<file path="src/rtl/ptb_pkg.sv">
// Package: shared constants and helpers for the PWM timebase.
// Assumes code words select power-of-two divisors and multipliers.
package ptb_pkg;
    localparam int unsigned PTB_CNT_W = 9;   // 512 ticks per carrier
    localparam int unsigned PTB_SEL_W = 3;   // width of the select codes

    // Terminal prescaler value for a carrier code: 2^code - 1.
    function automatic int unsigned div_limit(input int unsigned code);
        return (32'd1 << code) - 32'd1;
    endfunction
endpackage

</file>
<file path="src/rtl/ptb_prescaler.sv">
// Module: ptb_prescaler
// Divides the master clock by n = 2^cfs_code and emits a one-cycle tick
// enable. Assumes cfs_code may change at any time; the >= compare makes
// a shrinking divisor take effect on the next clock.
module ptb_prescaler #(
    parameter int unsigned SEL_W = 3,
    parameter int unsigned PSC_W = (1 << SEL_W) - 1
) (
    input  logic             clk,
    input  logic             rst_n,
    input  logic             clr,
    input  logic [SEL_W-1:0] cfs_code,
    output logic             tick
);
    import ptb_pkg::*;

    logic [PSC_W-1:0] psc_q;
    logic [PSC_W-1:0] limit;

    // Decode the carrier code into the prescaler terminal value.
    always_comb limit = PSC_W'(div_limit(32'(cfs_code)));

    // Tick when the prescaler has reached (or passed) the terminal value.
    always_comb tick = (psc_q >= limit);

    // Prescaler register: clear, wrap on tick, otherwise count up.
    always_ff @(posedge clk) begin
        if (!rst_n || clr) begin
            psc_q <= '0;
        end else if (tick) begin
            psc_q <= '0;
        end else begin
            psc_q <= psc_q + 1'b1;
        end
    end
endmodule

</file>
<file path="src/rtl/ptb_carrier_counter.sv">
// Module: ptb_carrier_counter
// Counts prescaler ticks modulo 2^CNT_W and registers a one-cycle start
// pulse on the wrap to zero. Assumes tick is a single-cycle enable.
module ptb_carrier_counter #(
    parameter int unsigned CNT_W = 9
) (
    input  logic             clk,
    input  logic             rst_n,
    input  logic             clr,
    input  logic             tick,
    output logic [CNT_W-1:0] count,
    output logic [CNT_W-1:0] next_count,
    output logic             start
);
    localparam logic [CNT_W-1:0] CNT_MAX = '1;

    logic wrap;

    // Next position and wrap detection for the current tick.
    always_comb begin
        next_count = count + 1'b1;
        wrap       = tick && (count == CNT_MAX);
    end

    // Counter register: cleared, advanced on tick, otherwise held.
    always_ff @(posedge clk) begin
        if (!rst_n || clr) begin
            count <= '0;
        end else if (tick) begin
            count <= next_count;
        end
    end

    // Start pulse register: high for the first cycle after a wrap.
    always_ff @(posedge clk) begin
        if (!rst_n || clr) begin
            start <= 1'b0;
        end else begin
            start <= wrap;
        end
    end
endmodule

</file>
<file path="src/rtl/ptb_phase_strobe.sv">
// Module: ptb_phase_strobe
// Emits the phase-advance strobe when the counter advances to a multiple
// of 2^CNT_W / 2^frs_code. Assumes frs codes beyond CNT_W saturate to one
// strobe per tick.
module ptb_phase_strobe #(
    parameter int unsigned CNT_W = 9,
    parameter int unsigned SEL_W = 3
) (
    input  logic             clk,
    input  logic             rst_n,
    input  logic             clr,
    input  logic             tick,
    input  logic [SEL_W-1:0] frs_code,
    input  logic [CNT_W-1:0] next_count,
    output logic             phase_stb
);
    logic [CNT_W-1:0] mask;
    logic             aligned;

    // Build the low-bit mask: bit i must be zero when i < CNT_W - frs.
    generate
        for (genvar i = 0; i < CNT_W; i++) begin : g_mask
            always_comb mask[i] = ((i + 32'(frs_code)) < CNT_W);
        end
    endgenerate

    // Alignment of the position the counter is about to take.
    always_comb aligned = ((next_count & mask) == '0);

    // Strobe register: one cycle per aligned advance.
    always_ff @(posedge clk) begin
        if (!rst_n || clr) begin
            phase_stb <= 1'b0;
        end else begin
            phase_stb <= tick && aligned;
        end
    end
endmodule

</file>
<file path="src/rtl/pwm_timebase.sv">
// Module: pwm_timebase (top)
// Carrier and power-frequency timebase: master clock / (2^CNT_W * n)
// carrier, with m phase strobes per carrier. Assumes synchronous
// active-low reset and synchronous counter clear.
module pwm_timebase #(
    parameter int unsigned CNT_W = ptb_pkg::PTB_CNT_W,
    parameter int unsigned SEL_W = ptb_pkg::PTB_SEL_W
) (
    input  logic             clk,
    input  logic             rst_n,
    input  logic             ctr_clr,
    input  logic [SEL_W-1:0] cfs_code,
    input  logic [SEL_W-1:0] frs_code,
    output logic [CNT_W-1:0] carrier_count,
    output logic             carrier_start,
    output logic             phase_stb
);
    localparam int unsigned PSC_W = (1 << SEL_W) - 1;

    logic             tick;
    logic [CNT_W-1:0] next_count;

    ptb_prescaler #(.SEL_W(SEL_W), .PSC_W(PSC_W)) u_psc (
        .clk      (clk),
        .rst_n    (rst_n),
        .clr      (ctr_clr),
        .cfs_code (cfs_code),
        .tick     (tick)
    );

    ptb_carrier_counter #(.CNT_W(CNT_W)) u_cnt (
        .clk        (clk),
        .rst_n      (rst_n),
        .clr        (ctr_clr),
        .tick       (tick),
        .count      (carrier_count),
        .next_count (next_count),
        .start      (carrier_start)
    );

    ptb_phase_strobe #(.CNT_W(CNT_W), .SEL_W(SEL_W)) u_stb (
        .clk        (clk),
        .rst_n      (rst_n),
        .clr        (ctr_clr),
        .tick       (tick),
        .frs_code   (frs_code),
        .next_count (next_count),
        .phase_stb  (phase_stb)
    );
endmodule

</file>
<file path="config.mk">
export PLATFORM = sky130hd
export DESIGN_NAME = pwm_timebase
export DESIGN_NICKNAME = d
export VERILOG_FILES = /design/src/rtl/ptb_pkg.sv /design/src/rtl/ptb_prescaler.sv /design/src/rtl/ptb_carrier_counter.sv /design/src/rtl/ptb_phase_strobe.sv /design/src/rtl/pwm_timebase.sv
export SDC_FILE = /design/constraint.sdc
export NUM_CORES = 1
export LEC_CHECK = 0
export ABC_CLOCK_PERIOD_IN_PS = 2750
export BUFFER_PORTS_ARGS = -buffer_cell sky130_fd_sc_hd__buf_2
export CORE_UTILIZATION = 55
export DETAILED_ROUTE_END_ITERATION = 6
export PLACE_DENSITY = 0.85
export SYNTH_ARGS = -nofsm -noshare
export SYNTH_HDL_FRONTEND = slang
export SYNTH_SLANG_ARGS = --single-unit
</file>
<file path="constraint.sdc">
create_clock -name clk -period 2.75 [get_ports clk]
set_input_delay 0.4125 -clock clk [delete_from_list [all_inputs] [get_ports clk]]
set_output_delay 0.4125 -clock clk [all_outputs]
set_load 0.01 [all_outputs]
</file>
==> impl_metrics.tcl, run 1 <==
set metrics [dict create \
    tns_ps 0 \
    cts.sinks 18 \
    drive_gt1_share_pct 15.0 \
    p_switching_uw 109 \
    worstMarginPinSlew_ps 554 \
    ir_drop_mv 0.287 \
    first_pass_iters 4 \
    route.final.wire_length_um 2280 \
    grt_overflow_total 0 \
    drt_iter0_drc 10 \
    placed_cells 183 \
    final_cell_mix "19 x ha_1, 19 x buf_2, 18 x dfxtp_1, 16 x nor2_1, 11 x a21oi_1" \
    setup_violations 0 \
    syn_area_um2 1190 \
    yosys_warnings 0 \
    relSlewSlack_pct 63.1 \
    synth-compound-area-share_pct 14.8 \
    crit_top_cell "nand2b_1" \
    seqPwrFrac_pct 56.0 \
    track_usage_pct 21.3 \
    fill_cells 186 \
    yosys.area.top_type "dfxtp_1" \
    leakage_uw 0.000598 \
    tritoncts "built" \
    fin_nets 189 \
    ys_seq_area_share_pct 30.3 \
    rows 16 \
    grt_pass1_wl_um 3950 \
    vias 1033 \
    syn_area_per_cell_um2 8.55 \
    hold_viol 0 \
    post-route-period-util_pct 85.2 \
    worstSetupEndpointType "register" \
    ys_types 31 \
    internal-power_uw 362 \
    drtAntennaViolNets 0 \
    drv_cap 0 \
    ys_ff_latch 18 \
    io_pins 20 \
    drc 0 \
    hold_slack_ps 484 \
    cp_num_buf_inv 1 \
    post_cts_resized 0 \
    antenna_found_initial 0 \
    synth_mux_area_share_pct 1.68 \
    cts-root-buf "clkbuf_4" \
    synthAdderAreaFrac_pct 20.0 \
    final_core_util_pct 67.1 \
    synthesis.nets 167 \
    rsz0062_at_grt "false" \
    cp-start-kind "primary input" \
    arrival_ps 2570 \
    clock_power_share_pct 33.6 \
    finalNonFillerCells 187 \
    slew_violations 0 \
    grt_pass1_vias 990 \
    slowest_stage "o311a_1" \
    synthCells 139 \
    diodes 0 \
    die-height_um 48.5 \
    via_per_inst 5.52 \
    synth_top_family_by_area "simple AND/OR/NAND/NOR gates" \
    chipWidth_um 48.5 \
    combPwrFrac_pct 10.5 \
    post_cts_buffers 0 \
    period_minus_slack_ps 2340 \
    dieArea_um2 2350 \
    yosys.area_share.simple_pct 21.2 \
    clockBufferDepth 2 \
    clk_pin_slew_ps 100 \
    grt_max_degree 19 \
    portBuffers 19 \
    worstHoldPathType "register to register" \
    swShare_pct 23.1 \
    hold_buffers 0 \
    synth_top_area_share_pct 30.3 \
    wl_per_cell_um 12.2 \
    status "completed" \
    synth_area_leaders "dfxtp_1 30%, ha_1 20%, xnor2_1 5.2%" \
    cpPeakStageDelay_ps 540 \
    start_util_pct 59.4 \
    fmax_mhz 427 \
    numCtsBuffers 3 \
    skew_ps 3.14 \
    critPathMaxFanout 18 \
    htreeDepth 1 \
    required_ps 2980 \
    core_area_um2 2000 \
    path_cells "buf_2, or3_1, ha_1, nand2b_1, a211oi_1, o311a_1, nand2b_1, nor2_1" \
    routabilityCongestion 0.880 \
    area_delta_synth_final_pct 12.9 \
    synthXorXnorAreaFrac_pct 8.84 \
    hpwl_um 1800 \
    p_per_area_nw_per_um2 351 \
    criticalPathCategory "primary input to register" \
    critPathTopFamily "simple AND/OR/NAND/NOR gates" \
    clkLatencyLatePin_ps 290 \
]
power by group through the flow:
| stage | Sequential [uW] | Combinational, uW | Clock [uW] |
|---|---|---|---|
| finish | 264 | 49.4 | 158 |
| global route | 264 | 57.2 | 171 |
| CTS | 264 | 49.8 | 163 |
| detailed placement | 270 | 49.6 | 0 |
| global placement | 270 | 45.2 | 0 |
| floorplan | 269 | 30.6 | 0 |
per-layer routing:
layer	GRT usage, %	vias to the layer above	share of wire (%)
met5	0	-	0
met4	2.45	0	0.31
met3	5.35	2	3.6
met2	45.3	19	53
met1	20.5	478	43
li1	-	534	-
worst reg2reg max path, cell delays in order (launching register included):
cell,delay (ps)
dfxtp_1,400
inv_1,60
ha_1,280
nand2b_1,140
a211oi_1,250
o311a_1,540
nand2b_1,290
nor2_1,160
path summary, 6_finish.rpt:
| path | startpoint | endpoint | slack, ps | cells past startpoint |
|---|---|---|---|---|
| worst max-delay path | cfs_code[1] | u_psc.psc_q[2]$_SDFF_PP0_ | 410 | 8 |
| worst min-delay path | u_psc.psc_q[0]$_SDFF_PP0_ | u_psc.psc_q[0]$_SDFF_PP0_ | 480 | 1 |
| worst max register to register | u_psc.psc_q[0]$_SDFF_PP0_ | u_psc.psc_q[2]$_SDFF_PP0_ | 570 | 7 |
| worst min register to register | u_psc.psc_q[0]$_SDFF_PP0_ | u_psc.psc_q[0]$_SDFF_PP0_ | 480 | 1 |
sequential cells by signal, summed over array words and instances, names as in the netlist:
signal,flops
u_cnt.count,9
u_cnt.start,1
u_psc.psc_q,7
u_stb.phase_stb,1
logic make-up after synthesis:
logic type               count (synthesis)
AO/OA/AOI/OAI                           29
multiplexers                             2
adder cells (fa/ha/maj)                 19
buffers and inverters                    9
AND/OR/NAND/NOR                         50
flip-flops                              18
XOR/XNOR                                12
through the flow:
step | instance area (um2) | total power (uW) | setup WS, ps
6_report | 1340 | 471 | 408
5_1_grt | 1340 | 492 | 218
4_1_cts | 1340 | 476 | 404
3_5_place_dp | 1310 | 320 | 97.0
3_3_place_gp | 1310 | 315 | 225
2_1_floorplan | 1190 | 300 | 577
Yosys cell counts:
cell,count
nand4_1,1
a21o_1,1
xnor2_1,7
or3_1,7
mux2i_1,2
and4_1,1
xor2_1,5
buf_4,1
a22oi_1,1
a221oi_1,1
a21oi_1,11
nor2b_1,2
nor4_1,1
o311a_1,1
clkbuf_1,1
o2111ai_1,1
nor3b_1,1
or2_2,1
o21ai_0,8
dfxtp_1,18
nand2b_1,4
nor2_1,16
inv_1,7
ha_1,19
o211ai_1,1
a211oi_1,2
and3_1,2
nand3_1,8
a21boi_0,1
a211o_1,1
nand2_1,6
cell type report:
cell class                      count  area, um2  area share (%)
Multi-Input combinational cell    112        791            58.9
Timing Repair Buffer               19       95.1            7.08
Tap cell                           27       33.8            2.52
Sequential cell                    18        360            26.8
Inverter                            7       26.3            1.96
Clock buffer                        4       36.3            2.70
No activity file was read; power rests on OpenSTA's default activity.
==> inputs of run 2 (changes only) <==
- ABC_AREA: unset -> 1
- CORE_UTILIZATION: 55 -> 56
==> run 2 against run 1 <==
Compared with the run above:
- synthesized area up 14%
- first-iteration DRC count rose to 3.7 times the previous value
- clock power up 4%
- die area up 11%
- critical path depth up 7
- register-to-register slack about the same
- count of clock-buffer cells in the layout unchanged
- largest power group unchanged
==> impl_metrics.tcl, run 2 <==
set metrics [dict create \
    ys_ff_latch 18 \
    wl_per_cell_um 10.4 \
    layout_commonest_cell "nand2_1" \
    cts-root-buf "clkbuf_4" \
    finalWorstSetupSlack_ps 566 \
    grt_max_degree 19 \
    rsz0062_at_grt "false" \
    clockBufferDepth 2 \
    io_pins 20 \
    synthCells 202 \
    dieArea_um2 2620 \
    r2r_slack_ps 570 \
    arrival_ps 2420 \
    relSlewSlack_pct 80.9 \
    setup_violations 0 \
    synthTopCellsByCount "52 x nand2_1, 32 x nor2_1, 28 x inv_1, 19 x ha_1, 19 x nand3_1" \
    worstMarginPinSlew_ps 286 \
    via_per_inst 5.01 \
    final_cell_area_um2 1500 \
    status "completed" \
    numCtsBuffers 3 \
    die-height_um 51.2 \
    clk_pin_slew_ps 110 \
    synth_top_area_share_pct 26.6 \
    track_usage_pct 22.7 \
    tns_ps 0 \
    grt_pass1_wl_um 4640 \
    async_reset_ff_share_pct 0 \
    grt_pass1_vias 1156 \
    synthesis.nets 230 \
    synth_ff_type "dfxtp_1" \
    synth_edf_count 0 \
    drc 0 \
    critPathMaxFanout 7 \
    drtAntennaViolNets 0 \
    first_pass_iters 6 \
    cts.sinks 18 \
    largest_register_ffs 9 \
    drt_iter0_drc 37 \
    hpwl_um 2060 \
    yosys.area.top_type "dfxtp_1" \
    placed_area_um2 1470 \
    area_delta_synth_final_pct 11.0 \
    grt_overflow_total 0 \
    route.final.wire_length_um 2600 \
    worstSetupEndpointType "register" \
    criticalPathCategory "register to register" \
    tritoncts "built" \
    syn_area_per_cell_um2 6.71 \
    finalPower_uw 491 \
    post_cts_resized 0 \
    vias 1257 \
    p_per_area_nw_per_um2 326 \
    cp-start-kind "register" \
    ir_drop_mv 0.197 \
    rows 17 \
    routabilityCongestion 0.874 \
    ys_types 21 \
    syn_area_um2 1360 \
    core_area_um2 2250 \
    leakage_uw 0.000817 \
    ys_seq_area_share_pct 26.6 \
    synth.most_common_cell "nand2_1" \
    hold_buffers 0 \
    post-route-period-util_pct 79.4 \
    dp_slack_ps 604 \
    final_cell_mix "52 x nand2_1, 32 x nor2_1, 28 x inv_1" \
    drive_gt1_share_pct 12.1 \
    chipWidth_um 51.2 \
    post_cts_buffers 0 \
    fill_cells 209 \
    yosys_warnings 0 \
    worstHoldPathType "register to register" \
    fmax_mhz 458 \
    drv_cap 0 \
    clkLatencyLatePin_ps 290 \
    period_minus_slack_ps 2180 \
    skew_ps 3.87 \
    hold_viol 0 \
    largest-register "u_cnt.count" \
    largestRegisters "u_cnt.count x9, u_psc.psc_q x7" \
    start_util_pct 60.1 \
    slew_violations 0 \
    synth_area_leaders "dfxtp_1 27%, ha_1 18%, nand2_1 14%" \
    required_ps 2990 \
    portBuffers 19 \
    fin_nets 252 \
    final_core_util_pct 66.7 \
    antenna_found_initial 0 \
    diodes 0 \
    htreeDepth 1 \
]
==> run 2: changes by cell type after synthesis, sizes merged, moves of 5 or more <==
cell / previous run / this run
or3: 7 / 0
inv: 7 / 28
nor2: 16 / 33
nand3: 8 / 20
a21oi: 11 / 3
nand2: 6 / 52
nand4: 1 / 6
==> run 2: cell families after synthesis <==
family	Yosys count	synth area share (%)
flops	18	26.6
compound gates	16	6.93
simple gates	113	36.1
xor+xnor	5	3.23
fa+ha+maj	19	17.5
buf+inv	31	9.60
==> run 2: critical path: stages (launching register included) <==
cell and delay (ps):
dfxtp_1 480, ha_1 240, nand2_1 60, inv_1 90, nand3_1 170, nor3_1 200
ha_1 290, nand2_1 70, inv_1 30, nor2_1 100, nand2_1 60, inv_1 40
nand2_1 40, nor2_1 80, nand3_1 80, nor2_1 100
==> run 2: cell type report <==
class,count,area (um2),share of cell area (%)
Multi-Input combinational cell,153,865,57.5
Sequential cell,18,360,24.0
Inverter,28,105,6.99
Timing Repair Buffer,20,103,6.82
Clock buffer,4,36.3,2.41
Tap cell,28,35.0,2.33
==> run 2: power breakdown <==
| group | internal, uW | switching [uW] |
|---|---|---|
| clock network | 80.6 | 84.1 |
| logic | 23.7 | 37.1 |
| registers | 263 | 2.53 |
| total | 367 | 124 |
==> run 2: final timing paths <==
check / cells past startpoint / start / endpoint
hold reg to reg: 1 / u_psc.psc_q[0]$_SDFF_PP0_ / u_psc.psc_q[0]$_SDFF_PP0_
setup / recovery: 15 / u_cnt.count[0]$_SDFFE_PP0P_ / u_stb.phase_stb$_SDFF_PP0_
hold / removal: 1 / u_psc.psc_q[0]$_SDFF_PP0_ / u_psc.psc_q[0]$_SDFF_PP0_
setup reg to reg: 15 / u_cnt.count[0]$_SDFFE_PP0P_ / u_stb.phase_stb$_SDFF_PP0_
==> run 2: layer usage <==
metal	vias up	GRT usage [%]	wire length, um
li1	685	-	-
met1	551	30.7	1390
met2	19	37.9	1130
met3	2	4.17	58
met5	-	0	0
met4	0	3.24	18
==> run 2: stage by stage <==
| stage | std cells | hold WS (ps) |
|---|---|---|
| 5_1_grt | 251 | 545 |
| 6_report | 251 | 475 |
| 3_3_place_gp | 247 | 445 |
| 4_1_cts | 251 | 479 |
| 2_1_floorplan | 202 | 430 |
| 3_5_place_dp | 247 | 454 |
